File: src/rtl/serial_frame_tx_pkg.sv
// Package: shared definitions for the serial frame transmitter.
// Holds the sequencer state type and the stop field length codes.
// Assumes the data field length code is 2 bits wide.
package serial_frame_tx_pkg;

    // Sequencer states, one per frame segment plus idle.
    typedef enum logic [2:0] {
        ST_IDLE  = 3'd0,
        ST_START = 3'd1,
        ST_DATA  = 3'd2,
        ST_PAR   = 3'd3,
        ST_STOP  = 3'd4
    } tx_state_e;

    // Stop field length codes; any other code selects two periods.
    localparam logic [1:0] STOP_ONE      = 2'd0;
    localparam logic [1:0] STOP_ONE_HALF = 2'd1;
    localparam logic [1:0] STOP_TWO      = 2'd2;

endpackage

File: src/rtl/serial_frame_tx_timer.sv
// Module: segment timer.
// Down-counter that is loaded with (segment length - 1) at the start of a
// segment. It reports expiry when it reaches zero, so a segment loaded with
// value V lasts V + 1 cycles. Assumes load values are computed by the caller.
module serial_frame_tx_timer #(
    parameter int CNT_W = 17
) (
    input  logic             clk,
    input  logic             rst_n,
    input  logic             load,
    input  logic [CNT_W-1:0] load_val,
    output logic             expired
);

    logic [CNT_W-1:0] cnt_q;

    // Load a new segment length or count down toward zero.
    always_ff @(posedge clk) begin
        if (!rst_n) begin
            cnt_q <= '0;
        end else if (load) begin
            cnt_q <= load_val;
        end else if (cnt_q != '0) begin
            cnt_q <= cnt_q - CNT_W'(1);
        end
    end

    assign expired = (cnt_q == '0);

    // without a reload, a running count drops by exactly one each cycle.
    p_count_down_r7: assert property (@(posedge clk) disable iff (!rst_n)
        (!load && cnt_q != '0) |=> (cnt_q == $past(cnt_q) - CNT_W'(1)));

    // a reload takes effect on the next cycle.
    p_reload_r7: assert property (@(posedge clk) disable iff (!rst_n)
        load |=> (cnt_q == $past(load_val)));

endmodule

File: src/rtl/serial_frame_tx_shift.sv
// Module: data shifter and parity generator.
// Captures the word on load and computes the parity over the bits that the
// length code keeps. Shifts right on request, so bit 0 is always the bit on
// the line. Assumes load and shift are never high together.
module serial_frame_tx_shift #(
    parameter int DATA_W = 8,
    parameter int CODE_W = 2
) (
    input  logic              clk,
    input  logic              rst_n,
    input  logic              load,
    input  logic              shift,
    input  logic [DATA_W-1:0] din,
    input  logic [CODE_W-1:0] len_code,
    input  logic              par_odd,
    output logic              ser_bit,
    output logic              par_bit
);

    logic [DATA_W-1:0] keep_mask;
    logic [DATA_W-1:0] shreg_q;
    logic              par_q;

    // Mask of the data bits that belong to the field for this length code.
    for (genvar i = 0; i < DATA_W; i++) begin : g_keep
        assign keep_mask[i] = (i < (DATA_W - int'(len_code)));
    end

    // Capture the word and its parity, or step to the next data bit.
    always_ff @(posedge clk) begin
        if (!rst_n) begin
            shreg_q <= '0;
            par_q   <= 1'b0;
        end else if (load) begin
            shreg_q <= din;
            par_q   <= (^(din & keep_mask)) ^ par_odd;
        end else if (shift) begin
            shreg_q <= {1'b0, shreg_q[DATA_W-1:1]};
        end
    end

    assign ser_bit = shreg_q[0];
    assign par_bit = par_q;

endmodule

File: src/rtl/serial_frame_tx_ctrl.sv
// Module: frame sequencer.
// Walks through the start, data, parity and stop segments, and drives the
// line and the busy flag. It captures the format and the period when it takes
// a word, and keeps them for the whole frame. Assumes cfg_period >= 2.
module serial_frame_tx_ctrl
    import serial_frame_tx_pkg::*;
#(
    parameter int DATA_W   = 8,
    parameter int CODE_W   = 2,
    parameter int PERIOD_W = 16,
    parameter int CNT_W    = PERIOD_W + 1
) (
    input  logic                clk,
    input  logic                rst_n,
    input  logic                in_valid,
    output logic                in_ready,
    output logic                accept,
    input  logic [CODE_W-1:0]   cfg_len_code,
    input  logic                cfg_par_en,
    input  logic [1:0]          cfg_stop_sel,
    input  logic [PERIOD_W-1:0] cfg_period,
    input  logic                tmr_expired,
    output logic                tmr_load,
    output logic [CNT_W-1:0]    tmr_val,
    output logic                sh_shift,
    input  logic                sh_bit,
    input  logic                par_bit,
    output logic                tx_line,
    output logic                tx_busy
);

    localparam int BIT_W = (DATA_W > 1) ? $clog2(DATA_W) : 1;

    tx_state_e           state_q, state_d;
    logic                busy_q, busy_d;
    logic [BIT_W-1:0]    bits_q, bits_d;
    logic [CODE_W-1:0]   len_q;
    logic                par_en_q;
    logic [1:0]          stop_q;
    logic [PERIOD_W-1:0] period_q;
    logic [CNT_W-1:0]    per_m1;
    logic [CNT_W-1:0]    stop_m1;

    // Segment length minus one for one bit period and for the stop field.
    always_comb begin
        per_m1 = CNT_W'(period_q) - CNT_W'(1);
        unique case (stop_q)
            STOP_ONE:      stop_m1 = per_m1;
            STOP_ONE_HALF: stop_m1 = per_m1 + CNT_W'(period_q >> 1);
            default:       stop_m1 = {period_q, 1'b0} - CNT_W'(1);
        endcase
    end

    // Next-state logic: move to the next segment when the timer expires.
    always_comb begin
        state_d  = state_q;
        busy_d   = busy_q;
        bits_d   = bits_q;
        accept   = 1'b0;
        tmr_load = 1'b0;
        tmr_val  = per_m1;
        sh_shift = 1'b0;
        unique case (state_q)
            ST_IDLE: begin
                if (in_valid) begin
                    accept   = 1'b1;
                    busy_d   = 1'b1;
                    state_d  = ST_START;
                    tmr_load = 1'b1;
                    tmr_val  = CNT_W'(cfg_period) - CNT_W'(1);
                end
            end
            ST_START: begin
                if (tmr_expired) begin
                    state_d  = ST_DATA;
                    tmr_load = 1'b1;
                    bits_d   = BIT_W'(DATA_W - 1 - int'(len_q));
                end
            end
            ST_DATA: begin
                if (tmr_expired) begin
                    tmr_load = 1'b1;
                    if (bits_q == '0) begin
                        if (par_en_q) begin
                            state_d = ST_PAR;
                        end else begin
                            state_d = ST_STOP;
                            tmr_val = stop_m1;
                        end
                    end else begin
                        sh_shift = 1'b1;
                        bits_d   = bits_q - BIT_W'(1);
                    end
                end
            end
            ST_PAR: begin
                if (tmr_expired) begin
                    state_d  = ST_STOP;
                    tmr_load = 1'b1;
                    tmr_val  = stop_m1;
                end
            end
            ST_STOP: begin
                if (tmr_expired) begin
                    state_d = ST_IDLE;
                    busy_d  = 1'b0;
                end
            end
            default: begin
                state_d = ST_IDLE;
                busy_d  = 1'b0;
            end
        endcase
    end

    // Sequencer state, busy flag and data bit counter.
    always_ff @(posedge clk) begin
        if (!rst_n) begin
            state_q <= ST_IDLE;
            busy_q  <= 1'b0;
            bits_q  <= '0;
        end else begin
            state_q <= state_d;
            busy_q  <= busy_d;
            bits_q  <= bits_d;
        end
    end

    // Frame format captured on acceptance; resets to 8 data bits, no parity, 1 stop.
    always_ff @(posedge clk) begin
        if (!rst_n) begin
            len_q    <= '0;
            par_en_q <= 1'b0;
            stop_q   <= STOP_ONE;
            period_q <= '0;
        end else if (accept) begin
            len_q    <= cfg_len_code;
            par_en_q <= cfg_par_en;
            stop_q   <= cfg_stop_sel;
            period_q <= cfg_period;
        end
    end

    // Line level for the current segment.
    always_comb begin
        unique case (state_q)
            ST_START: tx_line = 1'b0;
            ST_DATA:  tx_line = sh_bit;
            ST_PAR:   tx_line = par_bit;
            default:  tx_line = 1'b1;
        endcase
    end

    assign in_ready = (state_q == ST_IDLE);
    assign tx_busy  = busy_q;

    // ready and busy are always opposite.
    p_ready_busy_r1: assert property (@(posedge clk) disable iff (!rst_n)
        in_ready != tx_busy);

    // busy only rises after a word was offered.
    p_take_valid_r1: assert property (@(posedge clk) disable iff (!rst_n)
        $rose(tx_busy) |-> $past(in_valid));

    // the line rests high when no frame is in progress.
    p_idle_high_r2: assert property (@(posedge clk) disable iff (!rst_n)
        !tx_busy |-> tx_line);

    // taking a word drives the start bit on the next cycle.
    p_start_low_r3: assert property (@(posedge clk) disable iff (!rst_n)
        (in_valid && in_ready) |=> (!tx_line && tx_busy));

    // the last frame cycle before busy drops is a stop cycle.
    p_stop_high_r6: assert property (@(posedge clk) disable iff (!rst_n)
        $fell(tx_busy) |-> $past(tx_line));

    // the captured period does not move while a frame runs.
    p_fmt_hold_r8: assert property (@(posedge clk) disable iff (!rst_n)
        (tx_busy && $past(tx_busy)) |-> $stable(period_q));

endmodule

File: src/rtl/serial_frame_tx.sv
// Module: configurable asynchronous serial transmitter (top).
// Takes a word over a valid/ready handshake and sends one frame made of a
// start bit, 5..8 data bits (LSB first), an optional parity bit and a stop
// field of 1, 1.5 or 2 periods. Assumes cfg_period >= 2.
module serial_frame_tx #(
    parameter int DATA_W   = 8,
    parameter int CODE_W   = 2,
    parameter int PERIOD_W = 16
) (
    input  logic                clk,
    input  logic                rst_n,
    input  logic                in_valid,
    output logic                in_ready,
    input  logic [DATA_W-1:0]   in_data,
    input  logic [CODE_W-1:0]   cfg_len_code,
    input  logic                cfg_par_en,
    input  logic                cfg_par_odd,
    input  logic [1:0]          cfg_stop_sel,
    input  logic [PERIOD_W-1:0] cfg_period,
    output logic                tx_line,
    output logic                tx_busy
);

    localparam int CNT_W = PERIOD_W + 1;

    logic             accept;
    logic             tmr_load;
    logic [CNT_W-1:0] tmr_val;
    logic             tmr_expired;
    logic             sh_shift;
    logic             sh_bit;
    logic             par_bit;

    serial_frame_tx_ctrl #(
        .DATA_W  (DATA_W),
        .CODE_W  (CODE_W),
        .PERIOD_W(PERIOD_W),
        .CNT_W   (CNT_W)
    ) i_ctrl (
        .clk         (clk),
        .rst_n       (rst_n),
        .in_valid    (in_valid),
        .in_ready    (in_ready),
        .accept      (accept),
        .cfg_len_code(cfg_len_code),
        .cfg_par_en  (cfg_par_en),
        .cfg_stop_sel(cfg_stop_sel),
        .cfg_period  (cfg_period),
        .tmr_expired (tmr_expired),
        .tmr_load    (tmr_load),
        .tmr_val     (tmr_val),
        .sh_shift    (sh_shift),
        .sh_bit      (sh_bit),
        .par_bit     (par_bit),
        .tx_line     (tx_line),
        .tx_busy     (tx_busy)
    );

    serial_frame_tx_timer #(
        .CNT_W(CNT_W)
    ) i_timer (
        .clk     (clk),
        .rst_n   (rst_n),
        .load    (tmr_load),
        .load_val(tmr_val),
        .expired (tmr_expired)
    );

    serial_frame_tx_shift #(
        .DATA_W(DATA_W),
        .CODE_W(CODE_W)
    ) i_shift (
        .clk     (clk),
        .rst_n   (rst_n),
        .load    (accept),
        .shift   (sh_shift),
        .din     (in_data),
        .len_code(cfg_len_code),
        .par_odd (cfg_par_odd),
        .ser_bit (sh_bit),
        .par_bit (par_bit)
    );

endmodule

File: config.mk
export PLATFORM = sky130hd
export DESIGN_NAME = serial_frame_tx
export DESIGN_NICKNAME = d
export VERILOG_FILES = /design/src/rtl/serial_frame_tx_pkg.sv /design/src/rtl/serial_frame_tx_timer.sv /design/src/rtl/serial_frame_tx_shift.sv /design/src/rtl/serial_frame_tx_ctrl.sv /design/src/rtl/serial_frame_tx.sv
export SDC_FILE = /design/constraint.sdc
export NUM_CORES = 1
export LEC_CHECK = 0
export BUFFER_PORTS_ARGS = -buffer_cell sky130_fd_sc_hd__buf_4
export CAP_MARGIN = 20
export CORE_UTILIZATION = 45
export DETAILED_ROUTE_END_ITERATION = 8
export PLACE_DENSITY = 0.65
export SLEW_MARGIN = 20
export SYNTH_ARGS = -nofsm -noshare
export SYNTH_HDL_FRONTEND = slang
export SYNTH_SLANG_ARGS = --single-unit
File: constraint.sdc
create_clock -name clk -period 3.7 [get_ports clk]
set_clock_uncertainty 0.1 [all_clocks]
set_input_delay 0 -clock clk [delete_from_list [all_inputs] [get_ports clk]]
set_output_delay 0 -clock clk [all_outputs]
set_load 0.01 [all_outputs]
==> run_results.csv <==
group,metric,value,unit
worst_setup_path,crit_chain,"or4_4 -> or3b_4 -> nor2_4 -> xnor2_1 -> inv_1 -> ha_1 -> or3_1 -> nand2b_1 -> o21ai_0 -> nand3b_1 -> mux2i_1 -> o221a_2",
sta,timing.final.crit_period,3.493,ns
synth,postSynthCellCount,655,
synth,synth-compound-area-share,27.59,%
global_route,track_usage,26.67,%
place,place_hpwl,10690,um
cts,cts_made_buffers,5,
synth,avgSynthCellArea,7.263,um2
layout,final_common_cell,"nand2_1",
synth,synth-simple-area-share,27.77,%
synth,synth_mux_area_share,0.8680,%
floorplanning,core,10280,um2
synth,ys_ff_latch,54,
place,dpl-instance-area,5223,um2
cts,ctsRootBufferMaster,"clkbuf_8",
place,gp_congestion,0.9234,
global_route,grt_pass1_vias,4748,
layout,syn_to_final_growth,19.44,%
route,ant_nets,0,
layout,final_util,55.28,%
cts,cts_tree,"built",
global_route,top_usage_layer,"met2",
sta,rsz0062_at_grt,"false",
layout,drive_gt1_share,13.17,%
synth,yosys_warnings,0,
layout,final_cell_mix,"104 x nand2_1, 54 x dfxtp_1, 53 x buf_4",
route,vias,5016,
cts,clk_pin_slew,0.12,ns
synth,syn_area,4757,um2
synth,yosysSeqAreaShare,22.72,%
synth,synth_xor_area_share,9.390,%
route,routedWlPerCell,17.20,um
cts,clockBufferDepth,2,
sta,fmax,286.3,MHz
worst_setup_path,worst-setup-path-type,"flip-flop to flip-flop",
route,drtPass1Iterations,5,
worst_setup_path,path_delay_family,"simple AND/OR/NAND/NOR gates",
sta,hold_viol,0,
global_route,antenna_found_initial,0,
route,drt_wl_total,14620,um
run,max-cap-violations,0,
run_status,status,"finished, final reports clean",
worst_setup_path,critPathRequiredTime,3.85,ns
synth,synth_top_family_by_area,"simple AND/OR/NAND/NOR gates",
synth,syn-num-nets,713,
cts,cts_num_sinks,54,
power,power_density,446.7,nW/um2
sta,maxSlewViolCount,0,
layout,diodes,0,
global_route,met1_usage,34.03,%
floorplanning,io_pins,36,
sta,period_share,94.40,%
floorplanning,fp.dieW,104.8,um
cts,htree_levels,2,
layout,nNetsFinal,771,
worst_hold_path,hp-class,"input pin to flip-flop",
sta,maxSlewHeadroom,52.81,%
floorplanning,die_area,10990,um2
global_route,use_met2,44.51,%
layout,final_area,5682,um2
floorplanning,initial_utilization,46.29,%
synth,async_reset_ff_share,0,%
sta,max_slew.worst_pin.slew,0.7020,ns
global_route,grt-ovfl-total,0,
floorplanning,num_rows,37,
sta,setup_viol,0,
route,drt-initial-drc-count,327,
cts,worstSkewPairLatency,0.34,ns
worst_setup_path,crit_fanout,5,
power,peakVddDrop,0.1831,mV
worst_setup_path,worstPathArrival,3.64,ns
floorplanning,die_y,104.8,um
global_route,grt_pass1_wl,23320,um
power,p_leak,2.346,nW
synth,synth-edff-count,0,
worst_setup_path,start_kind,"flip-flop",
worst_setup_path,crit_path_end_kind,"flip-flop",
synth,yosys.area_share.adder,6.733,%
place,port_buffers,35,
global_route,grtUsageMet3,4.492,%
cts,cts_setup_buffers,0,
sta,setup-tns-final,0,ns
synth,synth_ff_type,"dfxtp_1",
synth,ys_types,70,
route,viasPerCell,5.901,
worst_setup_path,critPathBufInv,1,
worst_setup_path,max_stage_delay,0.59,ns
worst_setup_path,cp_slowest_cell,"or4_4",
global_route,grt_max_degree,56,
route,route.detailed.drc,0,
-- worst reg2reg max path: stages (launching register included) --
cell and delay, ns:
dfxtp_1 0.36, or4_4 0.59, or3b_4 0.47, nor2_4 0.11
xnor2_1 0.18, inv_1 0.12, ha_1 0.25, or3_1 0.39
nand2b_1 0.15, o21ai_0 0.23, nand3b_1 0.15, mux2i_1 0.07
o221a_2 0.23
-- cell families (layout without fill, tap and decap cells) --
| logic type | count (synthesis) | after routing |
|---|---|---|
| xor+xnor | 51 | 51 |
| flops | 54 | 54 |
| buf+inv | 61 | 120 |
| simple gates | 268 | 268 |
| mux | 4 | 4 |
| fa+ha+maj | 25 | 25 |
| compound gates | 192 | 192 |
-- final cells by class --
cell class,count,area (um2)
Tap cell,136,170.2
Clock inverter,3,28.78
Clock buffer,5,68.82
Fill cell,1013,4596
Multi-Input combinational cell,540,3516
Inverter,29,108.9
Sequential cell,54,1081
Timing Repair Buffer,83,708.2
-- report_power, final --
group / leakage [nW] / internal (mW) / total [mW] / switching (mW)
Sequential: 0.445 / 0.672 / 0.775 / 0.103
Clock: 0.0506 / 0.142 / 0.381 / 0.239
Combinational: 1.85 / 0.587 / 1.38 / 0.794
Total: 2.35 / 1.40 / 2.54 / 1.14
-- layer usage --
metal | part of all wire, % | wire, um
met1 | 45 | 6597
met2 | 46 | 6790
met3 | 5.6 | 825
met5 | 0 | 0
met4 | 2.8 | 407
-- cell usage after synthesis, types with 3 or more instances --
cell type / n / area (um2)
o41ai_1: 3 / 26.28
o31ai_1: 5 / 37.54
clkbuf_1: 27 / 101.4
a21boi_0: 22 / 165.2
a211oi_1: 6 / 45.04
a21oi_1: 41 / 205.2
o2111ai_1: 5 / 43.79
nand2_1: 104 / 390.4
dfxtp_1: 54 / 1081
or4_4: 3 / 33.78
nor3b_1: 3 / 22.52
xnor2_1: 25 / 219.0
or3_1: 9 / 56.30
nor2_1: 53 / 198.9
o21ai_0: 38 / 190.2
nand2b_1: 7 / 43.79
ha_1: 24 / 300.3
and2_1: 7 / 43.79
or2_2: 4 / 25.02
o211ai_1: 9 / 67.56
o221ai_1: 5 / 43.79
o22ai_1: 7 / 43.79
inv_1: 27 / 101.4
o221a_2: 4 / 45.04
a31oi_1: 6 / 37.54
nor4_1: 7 / 43.79
nor2b_1: 5 / 31.28
buf_2: 4 / 20.02
a221oi_1: 4 / 35.03
o211a_1: 9 / 90.09
xor2_1: 26 / 227.7
mux2i_1: 3 / 30.03
and3_1: 3 / 18.77
nand4_1: 4 / 25.02
o31a_1: 3 / 26.28
a21o_1: 6 / 45.04
or4_1: 4 / 30.03
nand3b_1: 6 / 45.04
nand3_1: 15 / 75.07
o21a_1: 4 / 30.03
nor3_1: 20 / 100.1
-- per-stage QoR --
| step | power, mW | setup WS, ns | hold slack [ns] | std cells |
|---|---|---|---|---|
| after floorplan | 1.714 | 0.3742 | 0.04491 | 655 |
| after global placement | 2.063 | 0.1725 | 0.1646 | 813 |
| after detailed placement | 2.085 | 0.03024 | 0.1725 | 813 |
| after CTS | 2.495 | 0.009703 | 0.04071 | 850 |
| after global routing | 2.728 | 0.008910 | 0.06149 | 850 |
| final | 2.538 | 0.2073 | 0.03787 | 850 |
-- sequential cells by signal, summed over array words and instances, names as in the netlist --
signal	flops
i_ctrl.state_q	3
i_ctrl.stop_q	2
i_shift.shreg_q	8
i_ctrl.period_q	16
i_ctrl.par_en_q	1
i_ctrl.len_q	2
i_timer.cnt_q	17
i_ctrl.tx_busy	1
i_shift.par_bit	1
i_ctrl.bits_q	3
-- path summary, 6_finish.rpt --
path                                         start           endpoint  slack, ns  depth (start not counted)
worst min register to register     i_ctrl.len_q[1]    i_ctrl.len_q[1]       0.38                          2
worst max register to register  i_ctrl.period_q[0]  i_timer.cnt_q[15]       0.21                         12
worst min-delay path                      in_valid     i_ctrl.tx_busy       0.04                          4
worst max-delay path            i_ctrl.period_q[0]  i_timer.cnt_q[15]       0.21                         12
-- what timing repair did --
item | CTS | global route
hold endpoints to repair | 30 | 0
endpoints found under the setup margin | 0 | 6
resized for setup | 0 | 14
hold buffers | 29 | 0
No activity file was read; power rests on OpenSTA's default activity.
